--- config.mk ---
export PLATFORM = sky130hd
export DESIGN_NAME = respack_top
export DESIGN_NICKNAME = d
export VERILOG_FILES = /design/src/rtl/respack_pkg.sv /design/src/rtl/respack_ctrl.sv /design/src/rtl/respack_data.sv /design/src/rtl/respack_top.sv
export SDC_FILE = /design/constraint.sdc
export NUM_CORES = 1
export LEC_CHECK = 0
export BUFFER_PORTS_ARGS = -buffer_cell sky130_fd_sc_hd__buf_2
export CAP_MARGIN = 20
export CORE_MARGIN = 3
export CORE_UTILIZATION = 60
export DETAILED_ROUTE_END_ITERATION = 8
export GPL_ROUTABILITY_DRIVEN = 0
export GPL_TIMING_DRIVEN = 1
export PLACE_DENSITY = 0.79
export SETUP_SLACK_MARGIN = 0.02
export SLEW_MARGIN = 20
export SYNTH_ARGS = -nofsm -noshare
export SYNTH_HDL_FRONTEND = slang
export SYNTH_SLANG_ARGS = --single-unit
--- constraint.sdc ---
create_clock -name clk -period 5.6 [get_ports clk]
set_input_delay 0.84 -clock clk [delete_from_list [all_inputs] [get_ports clk]]
set_output_delay 0.84 -clock clk [all_outputs]
set_load 0.01 [all_outputs]
--- src/rtl/respack_pkg.sv ---
package respack_pkg;

  typedef enum logic [1:0] {
    PK_HI_ONLY  = 2'd0,
    PK_LO_ONLY  = 2'd1,
    PK_HI_FIRST = 2'd2,
    PK_LO_FIRST = 2'd3
  } packMode_e;

  // strobes from control to datapath, valid for the current cycle
  typedef struct packed {
    logic latchFirst;      // hold this result as first half of a pair
    logic newInUpper;      // this result lands in the upper half
    logic pairWithPartial; // other half comes from the held result
    logic doPush;          // write the assembled word into the FIFO
    logic doPop;           // remove the head word
  } packStrobe_t;

endpackage

--- src/rtl/respack_ctrl.sv ---
module respack_ctrl
  import respack_pkg::*;
(
  input  logic        clk,
  input  logic        rstN,
  input  logic        enable,
  input  logic [1:0]  packMode,
  input  logic        resValid,
  input  logic        rdStrobe,
  input  logic        ienCmpl,
  input  logic        ienOvr,
  input  logic        ienUnd,
  input  logic        fifoFull,
  input  logic        fifoEmpty,
  output packStrobe_t strobes,
  output logic        nextUpper,
  output logic        cmplPulse,
  output logic        ovrPulse,
  output logic        undPulse,
  output logic        irq
);

  logic [1:0] modeQ;
  logic       secondQ;
  logic       clearNow;
  logic       accept;
  logic       dualMode;
  logic       secondEff;
  logic       complete;
  logic       landUpper;
  logic       overrun;
  logic       underrun;

  assign clearNow  = !enable || (packMode != modeQ);
  assign accept    = resValid && !clearNow;
  assign dualMode  = packMode[1];
  assign secondEff = secondQ && !clearNow;
  assign complete  = accept && (!dualMode || secondEff);

  always_comb begin
    unique case (packMode_e'(packMode))
      PK_HI_ONLY:  landUpper = 1'b1;
      PK_LO_ONLY:  landUpper = 1'b0;
      PK_HI_FIRST: landUpper = !secondEff;
      default:     landUpper = secondEff;
    endcase
  end

  assign nextUpper = landUpper;
  assign overrun   = complete && fifoFull && !rdStrobe;
  assign underrun  = rdStrobe && fifoEmpty;

  always_comb begin
    strobes.latchFirst      = accept && dualMode && !secondEff;
    strobes.newInUpper      = landUpper;
    strobes.pairWithPartial = dualMode;
    strobes.doPop           = rdStrobe && !fifoEmpty;
    strobes.doPush          = complete && (!fifoFull || rdStrobe);
  end

  always_ff @(posedge clk or negedge rstN) begin
    if (!rstN) begin
      modeQ     <= 2'd0;
      secondQ   <= 1'b0;
      cmplPulse <= 1'b0;
      ovrPulse  <= 1'b0;
      undPulse  <= 1'b0;
      irq       <= 1'b0;
    end else begin
      modeQ <= packMode;
      if (clearNow)
        secondQ <= 1'b0;
      else if (accept && dualMode)
        secondQ <= !secondQ;
      cmplPulse <= complete;
      ovrPulse  <= overrun;
      undPulse  <= underrun;
      irq       <= (complete && ienCmpl) || (overrun && ienOvr) || (underrun && ienUnd);
    end
  end

endmodule

--- src/rtl/respack_data.sv ---
module respack_data
  import respack_pkg::*;
#(
  parameter int DATA_W = 16,
  parameter int DEPTH  = 8,
  localparam int WORD_W = 2 * DATA_W,
  localparam int LVL_W  = $clog2(DEPTH + 1)
) (
  input  logic              clk,
  input  logic              rstN,
  input  packStrobe_t       strobes,
  input  logic [DATA_W-1:0] resData,
  output logic [WORD_W-1:0] rdData,
  output logic [LVL_W-1:0]  level,
  output logic              fifoFull,
  output logic              fifoEmpty
);

  localparam int PTR_W = (DEPTH > 1) ? $clog2(DEPTH) : 1;

  logic [DATA_W-1:0] partialQ;
  logic [DATA_W-1:0] otherHalf;
  logic [WORD_W-1:0] assembled;
  logic [WORD_W-1:0] store [DEPTH];
  logic [PTR_W-1:0]  wrPtr;
  logic [PTR_W-1:0]  rdPtr;

  assign otherHalf = strobes.pairWithPartial ? partialQ : '0;
  assign assembled = strobes.newInUpper ? {resData, otherHalf} : {otherHalf, resData};

  assign fifoFull  = (level == LVL_W'(DEPTH));
  assign fifoEmpty = (level == '0);
  assign rdData    = fifoEmpty ? '0 : store[rdPtr];

  function automatic logic [PTR_W-1:0] bump(input logic [PTR_W-1:0] p);
    return (p == PTR_W'(DEPTH - 1)) ? '0 : p + 1'b1;
  endfunction

  always_ff @(posedge clk) begin
    if (strobes.doPush)
      store[wrPtr] <= assembled;
  end

  always_ff @(posedge clk or negedge rstN) begin
    if (!rstN) begin
      partialQ <= '0;
      wrPtr    <= '0;
      rdPtr    <= '0;
      level    <= '0;
    end else begin
      if (strobes.latchFirst)
        partialQ <= resData;
      if (strobes.doPush)
        wrPtr <= bump(wrPtr);
      if (strobes.doPop)
        rdPtr <= bump(rdPtr);
      case ({strobes.doPush, strobes.doPop})
        2'b10:   level <= level + 1'b1;
        2'b01:   level <= level - 1'b1;
        default: level <= level;
      endcase
    end
  end

endmodule

--- src/rtl/respack_top.sv ---
module respack_top
  import respack_pkg::*;
#(
  parameter int DATA_W = 16,
  parameter int DEPTH  = 8,
  localparam int WORD_W = 2 * DATA_W,
  localparam int LVL_W  = $clog2(DEPTH + 1)
) (
  input  logic              clk,
  input  logic              rstN,
  input  logic              enable,
  input  logic [1:0]        packMode,
  input  logic              resValid,
  input  logic [DATA_W-1:0] resData,
  input  logic              rdStrobe,
  input  logic              ienCmpl,
  input  logic              ienOvr,
  input  logic              ienUnd,
  output logic [WORD_W-1:0] rdData,
  output logic              nextUpper,
  output logic              dataReady,
  output logic [LVL_W-1:0]  fifoLevel,
  output logic              cmplPulse,
  output logic              ovrPulse,
  output logic              undPulse,
  output logic              irq
);

  packStrobe_t strobes;
  logic        fifoFull;
  logic        fifoEmpty;

  respack_ctrl u_ctrl (
    .clk       (clk),
    .rstN      (rstN),
    .enable    (enable),
    .packMode  (packMode),
    .resValid  (resValid),
    .rdStrobe  (rdStrobe),
    .ienCmpl   (ienCmpl),
    .ienOvr    (ienOvr),
    .ienUnd    (ienUnd),
    .fifoFull  (fifoFull),
    .fifoEmpty (fifoEmpty),
    .strobes   (strobes),
    .nextUpper (nextUpper),
    .cmplPulse (cmplPulse),
    .ovrPulse  (ovrPulse),
    .undPulse  (undPulse),
    .irq       (irq)
  );

  respack_data #(.DATA_W(DATA_W), .DEPTH(DEPTH)) u_data (
    .clk       (clk),
    .rstN      (rstN),
    .strobes   (strobes),
    .resData   (resData),
    .rdData    (rdData),
    .level     (fifoLevel),
    .fifoFull  (fifoFull),
    .fifoEmpty (fifoEmpty)
  );

  assign dataReady = !fifoEmpty;

endmodule

==> results of run 1 <==
[cells in the mapped netlist]
| cell type | count |
|---|---|
| and3_1 | 1 |
| buf_12 | 1 |
| nand3_1 | 2 |
| nor4bb_1 | 1 |
| buf_2 | 9 |
| xnor2_1 | 4 |
| a21o_1 | 1 |
| xor2_1 | 4 |
| and4_1 | 1 |
| nand4_1 | 1 |
| nor4_4 | 1 |
| nor2_1 | 37 |
| a2111oi_0 | 1 |
| buf_1 | 3 |
| inv_1 | 4 |
| mux4_2 | 64 |
| and3b_1 | 1 |
| a21oi_1 | 2 |
| nor4b_1 | 1 |
| nor3_1 | 3 |
| inv_2 | 2 |
| o31ai_1 | 1 |
| mux2i_1 | 33 |
| nand3b_1 | 1 |
| o21ai_1 | 5 |
| nor4_1 | 2 |
| mux2_2 | 12 |
| ha_1 | 7 |
| and4bb_2 | 1 |
| clkbuf_2 | 1 |
| nand2b_1 | 2 |
| nand3_2 | 1 |
| mux2_4 | 10 |
| buf_6 | 1 |
| edfxtp_1 | 256 |
| nand2_1 | 50 |
| clkbuf_8 | 1 |
| and2_1 | 2 |
| or3_1 | 1 |
| o21ai_0 | 28 |
| dfrtp_1 | 33 |
| clkbuf_1 | 17 |
| and4b_1 | 3 |
[flip-flops by register name, summed over array words and instances (netlist names)]
signal,flops
u_ctrl.cmplPulse,1
u_ctrl.irq,1
u_ctrl.modeQ,2
u_ctrl.ovrPulse,1
u_ctrl.secondQ,1
u_ctrl.undPulse,1
u_data.level,4
u_data.partialQ,16
u_data.rdPtr,3
u_data.store,256
u_data.wrPtr,3
[worst register-to-register path, delay by kind of cell (launching register included)]
family / cells / cell delay (ns)
adders and majority gates: 1 / 0.27
DFF: 1 / 0.53
xor gates and xnor gates: 1 / 0.16
AOI/OAI and AO/OA: 1 / 0.61
and+or+nand+nor: 4 / 1.09
buffers and inverters: 1 / 0.14
[area by class of cell]
type	count	area, um^2
clock buffer	40	754
clock inverter	9	101
fill	1152	5740
inverter	6	22.5
multi-input combinational	284	2960
sequential	289	8520
tap	260	325
timing repair buffer	81	467
[layout by cell type, fill, tap and decap left out, types with 3 or more instances in the layout]
cell	Yosys	final
edfxtp_1	256	256
buf_2	9	67
mux4_2	64	64
nand2_1	50	50
nor2_1	37	37
mux2i_1	33	32
dfrtp_1	33	30
o21ai_0	28	28
clkbuf_16	0	27
mux2_2	12	12
buf_4	0	12
mux2_4	10	10
clkbuf_1	17	10
ha_1	7	7
o21ai_1	5	5
inv_1	4	4
xor2_1	4	4
xnor2_1	4	4
clkbuf_8	1	4
and4b_1	3	3
clkinv_2	0	3
[metal layers]
metal	track usage (%)	part of all wire [%]	vias to the layer above
li1	-	-	2571
met1	29.7	40	2990
met2	36.7	51	229
met3	3.81	6.6	50
met4	8.02	2.9	0
met5	0	0	-
[cells by family after synthesis]
| logic type | Yosys count | synth area share [%] |
|---|---|---|
| flops | 289 | 73.1 |
| fa+ha+maj | 7 | 0.752 |
| mux | 119 | 17.7 |
| xor+xnor | 8 | 0.602 |
| compound gates | 38 | 1.71 |
| simple gates | 112 | 4.51 |
| buf+inv | 39 | 1.65 |
[path summary, 6_finish.rpt]
path	from	endpoint	slack [ns]	cells after the start
hold / removal	rstN	u_ctrl.modeQ[1]	0.39	1
hold reg to reg	u_data.partialQ[11]	u_data.partialQ[11]	0.51	1
max in group asynchronous	rstN	u_data.rdPtr[2]	4.65	1
setup reg to reg	u_data.level[1]	u_data.level[3]	2.69	8
setup / recovery	u_data.rdPtr[1]	rdData[16]	1.96	5
min in group clk	packMode[0]	u_ctrl.modeQ[0]	0.47	1
[per-stage QoR]
step | setup slack [ns] | total power (W) | std cells
after floorplan | 0.322 | 0.00385 | 612
after global routing | 1.75 | 0.00637 | 969
after CTS | 1.88 | 0.00614 | 968
after global placement | 1.88 | 0.00430 | 918
after detailed placement | 1.67 | 0.00437 | 919
final | 1.96 | 0.00608 | 969
[power by group through the flow]
| stage | logic [W] | registers [W] | clock network [W] |
|---|---|---|---|
| after global placement | 0.00144 | 0.00285 | 0 |
| final | 0.00156 | 0.00276 | 0.00176 |
| after global routing | 0.00171 | 0.00279 | 0.00188 |
| after floorplan | 0.00126 | 0.00260 | 0 |
| after CTS | 0.00159 | 0.00276 | 0.00179 |
| after detailed placement | 0.00157 | 0.00280 | 0 |
==> results.py, run 1 <==
metrics = {
    "layout": {
        "drive_gt1_share_pct": 30.3,
        "final_area_mm2": 0.0132,
        "antenna_cells": 0,
        "post-route-util_pct": 69.6,
        "areaGrowthSynthToFinish_pct": 13.0,
        "nets": 722,
    },
    "die": {
        "design.core.area_mm2": 0.0189,
        "placementRows": 50,
        "die_height_um": 145,
        "die_w_um": 145,
        "ioPinCount": 68,
        "initial_core_util_pct": 61.6,
        "dieArea_mm2": 0.0211,
    },
    "run_status": {
        "status": "finished, final reports clean",
    },
    "clock_network": {
        "ctsHoldBuffers": 0,
        "clock_sinks": 289,
        "clockBufferDepth": 3,
        "cts_setup_buffers": 0,
        "cts_tree": "built",
        "clk_pin_slew_worst_paths_ns": 0.06,
        "clk_latency_ns": 0.52,
        "numCtsBuffers": 27,
        "post_cts_resized": 0,
        "cts_htree_levels": 1,
        "cts-root-buf": "clkbuf_16",
    },
    "timing": {
        "whs_ns": 0.389,
        "fin_crit_sh_pct": 65.1,
        "skew_ns": 0.0122,
        "slew_violations": 0,
        "rsz0062_at_grt": "no",
        "fmax_mhz": 274,
        "fin_crit_ns": 3.64,
        "worst_pin_slew_ns": 1.07,
        "setup_tns_ns": 0,
        "relSlewSlack_pct": 27.8,
        "finalHoldViolCount": 0,
        "finalSetupViolCount": 0,
    },
    "critical_path": {
        "critPathMaxFanout": 35,
        "critPathArrivalTime_ns": 2.80,
        "path_buf_inv": 2,
        "crit_chain": "buf_4, mux4_2, mux2i_1, nor2_1, buf_2",
        "critical_path_class": "reg2out",
        "cpPeakStageDelay_ns": 0.92,
        "critPathTopFamily": "flip-flops",
        "end_kind": "output pin",
        "slowest_stage": "dfrtp_2",
        "required_ns": 4.76,
        "crit_path_start_kind": "flop",
    },
    "route": {
        "drt-wirelength-per-cell_um": 23.2,
        "firstDrtPassIters": 5,
        "drc": 0,
        "vias_per_cell": 6.03,
        "drt_iter0_markers": 562,
        "num_vias": 5840,
        "ant_nets": 0,
        "totalWireLength_um": 22500,
    },
    "yosys": {
        "synth_area_leaders": "edfxtp_1 66%, mux4_2 12%, dfrtp_1 7.1%",
        "synth_top_cell_by_area": "edfxtp_1",
        "post_synth.cell_area_avg_um2": 19.0,
        "synth_area_mm2": 0.0116,
        "synthCells": 612,
        "synth_seq_cells": 289,
        "synth_top_area_share_pct": 66.0,
        "seq_area_frac_synth_pct": 73.1,
        "yosysWarnings": 0,
        "syn-num-nets": 645,
        "yosysUniqueCellTypes": 43,
    },
    "grt": {
        "gr-total-overflow": 0,
        "antenna_found_initial": 0,
        "grt_max_degree": 36,
        "grt_usage_pct": 22.0,
        "grt_pass1_wl_um": 35700,
        "grt_pass1_vias": 6255,
    },
    "power": {
        "switching_power_w": 0.00173,
        "powerDensity_mw_per_mm2": 462,
        "vdd_drop_max_mv": 0.389,
        "swShare_pct": 28.5,
        "intPower_w": 0.00435,
        "pwr-share-comb_pct": 25.6,
        "power_frac_seq_pct": 45.4,
        "p_clk_share_pct": 29.0,
        "p_leak_nw": 4.66,
    },
    "run": {
        "cap_violations": 0,
    },
    "placed_design": {
        "dpl_cell_area_mm2": 0.0123,
        "io_buffer_count": 67,
        "dp_hpwl_um": 12900,
    },
    "worst_hold_path": {
        "holdCritPathClass": "in2async",
    },
}
Power figures use the tool's default switching activity.
==> run 2: changes to the inputs <==
--- a/config.mk
+++ b/config.mk
@@ -5,6 +5,7 @@
 export SDC_FILE = /design/constraint.sdc
 export NUM_CORES = 1
 export LEC_CHECK = 0
+export ABC_AREA = 1
 export BUFFER_PORTS_ARGS = -buffer_cell sky130_fd_sc_hd__buf_2
 export CAP_MARGIN = 20
 export CORE_MARGIN = 3
==> constraint.sdc (replaced) <==
create_clock -name clk -period 3.38 [get_ports clk]
set_input_delay 0.507 -clock clk [delete_from_list [all_inputs] [get_ports clk]]
set_output_delay 0.507 -clock clk [all_outputs]
set_load 0.01 [all_outputs]
==> run 2 against run 1 <==
  * Core utilization grew 0.60 points
  * Routed wire length grew 18%
  * Sequential cell count is the same
  * Largest cell class unchanged
  * Final cell count grew 48%
  * Cell area grew 5.3%
  * Clock skew shrank 0.00062 ns
  * Worst setup slack lost 1.6 ns
  * Clock power grew 78%
  * Count of clock-buffer cells in the layout shrank 4
==> results.py, run 2 <==
metrics = {
    "critical_path": {
        "crit_path_start_kind": "flop",
        "r2r_end": "u_data.level[2]",
        "critPathMaxFanout": 19,
        "critPathArrivalTime_ns": 2.49,
        "r2r_start": "u_data.level[2]",
        "end_kind": "output pin",
        "critical_path_class": "reg2out",
        "required_ns": 2.87,
        "r2r_setup_slack_ns": 1.03,
        "reg2reg_depth": 8,
    },
    "timing": {
        "skew_ns": 0.0116,
        "finalSetupViolCount": 0,
        "fmax_mhz": 334,
        "finalHoldViolCount": 0,
        "worst_pin_slew_ns": 0.750,
        "rsz0062_at_grt": "no",
        "slew_violations": 0,
        "setup_tns_ns": 0,
        "relSlewSlack_pct": 50.0,
        "fin_crit_ns": 2.99,
        "fin_crit_sh_pct": 88.5,
        "fin_ws_ns": 0.388,
    },
    "yosys": {
        "synth_mux_area_share_pct": 0,
        "post_synth.cell_area_avg_um2": 11.2,
        "synth_fa_ha_area_share_pct": 0.717,
        "synth_flop_cell": "edfxtp_1",
        "yosys.area_share.simple_pct": 16.6,
        "synth_area_mm2": 0.0122,
        "seq_area_frac_synth_pct": 69.7,
        "synth.most_common_cell": "edfxtp_1",
        "synth-edff-count": 256,
        "async_flop_share_pct": 11.4,
        "yosysUniqueCellTypes": 30,
        "synthCells": 1092,
        "synth_compound_area_share_pct": 9.19,
        "synth_xor_area_share_pct": 0.287,
        "synth_area_leaders": "edfxtp_1 63%, nor2_1 7.1%, dfrtp_1 6.8%",
        "ys_top_cells_by_count": "256 x edfxtp_1, 231 x nor2_1, 174 x nand2_1",
        "synth_top_cell_by_area": "edfxtp_1",
        "synth_top_area_share_pct": 62.9,
        "synth_seq_cells": 289,
        "yosysWarnings": 0,
        "syn-num-nets": 1125,
        "synth_top_family_by_area": "simple AND/OR/NAND/NOR gates",
    },
    "placed_design": {
        "io_buffer_count": 67,
        "dpl_cell_area_mm2": 0.0129,
        "pre_cts_ws_ns": 0.606,
        "dp_hpwl_um": 15800,
    },
    "route": {
        "vias_per_cell": 5.83,
        "ant_nets": 0,
        "num_vias": 8348,
        "drt-wirelength-per-cell_um": 18.6,
        "drt_iter0_markers": 813,
        "totalWireLength_um": 26600,
        "firstDrtPassIters": 5,
        "drc": 0,
    },
    "grt": {
        "grt_max_degree": 131,
        "antenna_found_initial": 0,
        "gr-total-overflow": 0,
        "grt_pass1_wl_um": 42100,
        "grt_pass1_vias": 7972,
        "grt_usage_pct": 24.1,
    },
    "layout": {
        "post-route-util_pct": 70.2,
        "nets": 1177,
        "top_regs": "u_data.store (256), u_data.partialQ (16), u_data.level (4)",
        "final_area_mm2": 0.0138,
        "drive_gt1_share_pct": 13.9,
        "final_cell_mix": "256 x edfxtp_1, 231 x nor2_1, 174 x nand2_1, 134 x o21ai_0, 67 x buf_2",
        "antenna_cells": 0,
        "largest_reg_flops": 256,
        "final_common_cell": "edfxtp_1",
        "top_register": "u_data.store",
        "areaGrowthSynthToFinish_pct": 13.3,
    },
    "clock_network": {
        "cts_tree": "built",
        "numCtsBuffers": 29,
        "clock_sinks": 289,
        "clockBufferDepth": 3,
        "clk_pin_slew_worst_paths_ns": 0.06,
        "cts_htree_levels": 1,
        "ctsHoldBuffers": 0,
        "cts_setup_buffers": 0,
        "cts-root-buf": "clkbuf_16",
        "clk_latency_ns": 0.53,
        "post_cts_resized": 0,
    },
    "die": {
        "placementRows": 51,
        "ioPinCount": 68,
        "die_w_um": 149,
        "dieArea_mm2": 0.0221,
        "initial_core_util_pct": 62.0,
        "die_height_um": 149,
        "design.core.area_mm2": 0.0197,
    },
    "power": {
        "powerDensity_mw_per_mm2": 793,
        "power.total_w": 0.0110,
        "p_leak_nw": 5.35,
        "vdd_drop_max_mv": 0.615,
    },
    "worst_hold_path": {
        "holdCritPathClass": "in2async",
    },
    "run": {
        "cap_violations": 0,
    },
    "run_status": {
        "status": "finished, final reports clean",
    },
}
## run 2: how the worst max path moves through the flow
stage,end,start,depth (start not counted),slack [ns]
2_1_floorplan,u_data.store[0][0],packMode[1],9,0.85
3_3_place_gp,u_data.store[0][12],packMode[1],11,0.68
3_5_place_dp,u_data.level[2],packMode[1],14,0.61
4_1_cts,rdData[21],u_data.rdPtr[1],7,0.36
5_1_grt,rdData[21],u_data.rdPtr[1],7,0.24
6_report,rdData[21],u_data.rdPtr[1],7,0.39
## run 2: cells by family (layout without fill, tap and decap cells)
group	after synthesis	after routing
XOR/XNOR	4	4
adder cells (fa/ha/maj)	7	7
flip-flops	289	289
buffers and inverters	101	175
AO/OA/AOI/OAI	200	200
AND/OR/NAND/NOR	491	491
## run 2: where the power goes
part           switching, W  internal (W)
Combinational       0.00233       0.00121
Clock               0.00128       0.00185
Sequential         0.000208       0.00409
Total               0.00382       0.00715
## run 2: worst max-delay path: stages, from the launching register on
cell	delay, ns
dfrtp_2	0.53
inv_1	0.41
buf_4	0.31
o21ai_0	0.14
o22ai_1	0.17
nor2_1	0.06
nor2_1	0.17
buf_2	0.16
## run 2: layout make-up
class | count | area (um^2)
Sequential cell | 289 | 8520
Fill cell | 1345 | 5870
Multi-Input combinational cell | 702 | 3310
Clock buffer | 36 | 772
Timing Repair Buffer | 87 | 598
Tap cell | 265 | 332
Clock inverter | 17 | 179
Inverter | 35 | 134
## run 2: metal layers
metal	GRT usage [%]	part of all wire, %	vias up
met1	34.0	41	4059
met5	0	0	-
met4	5.73	1.3	0
met2	40.8	50	344
li1	-	-	3917
met3	3.20	7.8	28
## run 2: through the flow
step                cells  hold slack [ns]
finish               1431           0.0439
global route         1431           0.0763
CTS                  1431           0.0569
detailed placement   1378            0.459
global placement     1378            0.454
floorplan            1092            0.211
==> run 3: changes to the inputs <==
--- a/config.mk
+++ b/config.mk
@@ -5,7 +5,7 @@
 export SDC_FILE = /design/constraint.sdc
 export NUM_CORES = 1
 export LEC_CHECK = 0
-export ABC_AREA = 1
+export ABC_AREA = 0
 export BUFFER_PORTS_ARGS = -buffer_cell sky130_fd_sc_hd__buf_2
 export CAP_MARGIN = 20
 export CORE_MARGIN = 3
==> run 3 against run 2 <==
  * Via count down 29%
  * Cell area shrank 5.1%
  * Register-to-register slack got worse by 0.25 ns
==> results.py, run 3 (same netlist as run 1, synthesis figures left out) <==
metrics = {
    "critical_path": {
        "reg2reg_depth": 10,
        "r2r_end": "u_data.level[2]",
        "critPathArrivalTime_ns": 2.63,
        "critPathMaxFanout": 22,
        "crit_path_start_kind": "flop",
        "end_kind": "output pin",
        "r2r_setup_slack_ns": 0.78,
        "critical_path_class": "reg2out",
        "r2r_start": "u_data.level[0]",
        "required_ns": 2.87,
    },
    "placed_design": {
        "dp_hpwl_um": 13000,
        "dp.cells": 924,
        "io_buffer_count": 67,
    },
    "grt": {
        "grt_usage_pct": 22.7,
        "grt_pass1_vias": 6186,
        "grt_max_degree": 51,
        "gr-total-overflow": 0,
        "antenna_found_initial": 2,
        "grt_pass1_wl_um": 36500,
    },
    "route": {
        "drc": 0,
        "totalWireLength_um": 23900,
        "num_vias": 5953,
        "drt_iter0_markers": 498,
        "firstDrtPassIters": 6,
        "vias_per_cell": 6.13,
        "ant_nets": 0,
        "drt-wirelength-per-cell_um": 24.6,
    },
    "layout": {
        "fin_cells": 971,
        "final_cell_mix": "256 x edfxtp_1, 67 x buf_2, 64 x mux4_2, 50 x nand2_1, 37 x nor2_1",
        "top_register": "u_data.store",
        "nets": 726,
        "drive_gt1_share_pct": 29.6,
        "areaGrowthSynthToFinish_pct": 12.8,
        "final_common_cell": "edfxtp_1",
        "largest_reg_flops": 256,
        "top_regs": "u_data.store (256), u_data.partialQ (16), u_data.level (4)",
    },
    "die": {
        "design.core.area_mm2": 0.0189,
        "placementRows": 50,
        "dieArea_mm2": 0.0211,
        "initial_core_util_pct": 61.6,
        "die_height_um": 145,
        "die_w_um": 145,
        "ioPinCount": 68,
    },
    "timing": {
        "fin_crit_ns": 3.14,
        "finalHoldViolCount": 0,
        "slew_violations": 0,
        "fin_crit_sh_pct": 92.8,
        "worst_pin_slew_ns": 1.10,
        "relSlewSlack_pct": 25.6,
        "setup_tns_ns": 0,
        "fmax_mhz": 319,
        "skew_ns": 0.00833,
        "rsz0062_at_grt": "no",
        "finalSetupViolCount": 0,
    },
    "power": {
        "pwr-share-comb_pct": 28.0,
        "vdd_drop_max_mv": 0.524,
        "p_leak_nw": 4.64,
        "intPower_w": 0.00701,
        "power_frac_seq_pct": 44.9,
        "swShare_pct": 29.2,
        "p_clk_share_pct": 27.1,
        "switching_power_w": 0.00290,
        "powerDensity_mw_per_mm2": 754,
    },
    "clock_network": {
        "numCtsBuffers": 27,
        "cts_tree": "built",
        "clockBufferDepth": 3,
        "clock_sinks": 289,
        "ctsHoldBuffers": 0,
        "cts-root-buf": "clkbuf_16",
        "cts_setup_buffers": 0,
        "cts_htree_levels": 1,
        "clk_latency_ns": 0.52,
        "post_cts_resized": 0,
        "clk_pin_slew_worst_paths_ns": 0.06,
    },
    "run_status": {
        "status": "finished, final reports clean",
    },
    "run": {
        "cap_violations": 0,
    },
    "worst_hold_path": {
        "holdCritPathClass": "in2async",
    },
}
[run 3: cell count changes in the layout (fill, tap and decap cells not counted), moves of 27 or more]
| cell | change |
|---|---|
| mux4_2 | +64 |
| o21ai_0 | -109 |
| mux2i_1 | +32 |
| nand2_1 | -124 |
| nand3_1 | -58 |
| o22ai_1 | -32 |
| o211ai_1 | -32 |
| inv_1 | -27 |
| nor2_1 | -194 |
[run 3: area by class of cell]
| class | count | area [um^2] |
|---|---|---|
| Antenna cell | 1 | 2.50 |
| Clock buffer | 42 | 742 |
| Clock inverter | 4 | 20.0 |
| Fill cell | 1173 | 5760 |
| Inverter | 6 | 22.5 |
| Multi-Input combinational cell | 284 | 2960 |
| Sequential cell | 289 | 8520 |
| Tap cell | 260 | 325 |
| Timing Repair Buffer | 85 | 546 |
[run 3: power by group through the flow]
| stage | Combinational, W | Clock, W | Sequential (W) |
|---|---|---|---|
| 2_1_floorplan | 0.00209 | 0 | 0.00431 |
| 3_3_place_gp | 0.00271 | 0 | 0.00449 |
| 3_5_place_dp | 0.00278 | 0 | 0.00451 |
| 4_1_cts | 0.00281 | 0.00273 | 0.00445 |
| 5_1_grt | 0.00299 | 0.00287 | 0.00449 |
| 6_report | 0.00277 | 0.00268 | 0.00445 |
[run 3: layer usage]
| metal | GRT usage, % | wire length [um] | vias to the layer above |
|---|---|---|---|
| li1 | - | - | 2578 |
| met1 | 31.2 | 9240 | 3049 |
| met2 | 38.1 | 12300 | 273 |
| met3 | 3.94 | 1760 | 51 |
| met4 | 7.22 | 617 | 2 |
| met5 | 0 | 9 | - |
[run 3: how the worst max path moves through the flow]
stage	end	slack [ns]	start	cells past startpoint
after detailed placement	u_data.store[7][19]	0.62	packMode[1]	5
final	rdData[15]	0.24	u_data.rdPtr[0]	5
after global placement	u_data.store[2][19]	0.77	packMode[1]	5
after floorplan	u_data.store[2][0]	0.50	packMode[1]	6
after global routing	rdData[15]	0.02	u_data.rdPtr[0]	5
after CTS	rdData[15]	0.15	u_data.rdPtr[0]	5
[run 3: critical path, cell delays in order, from the launching register on]
cell and delay (ns):
dfrtp_4 0.74, buf_4 0.40, mux4_2 0.55, mux2i_1 0.19, nor2_1 0.06, buf_2 0.16
[run 3: per-stage QoR]
step | area (um^2) | power, W | setup WS, ns | util (%) | hold WS (ns)
2_1_floorplan | 11700 | 0.00639 | 0.496 | - | 0.211
3_3_place_gp | 12400 | 0.00720 | 0.775 | 65.5 | 0.487
3_5_place_dp | 12400 | 0.00730 | 0.624 | 65.5 | 0.497
4_1_cts | 13100 | 0.00999 | 0.148 | 69.5 | 0.0804
5_1_grt | 13100 | 0.0104 | 0.0250 | 69.5 | 0.110
6_report | 13100 | 0.00990 | 0.243 | 69.5 | 0.0741
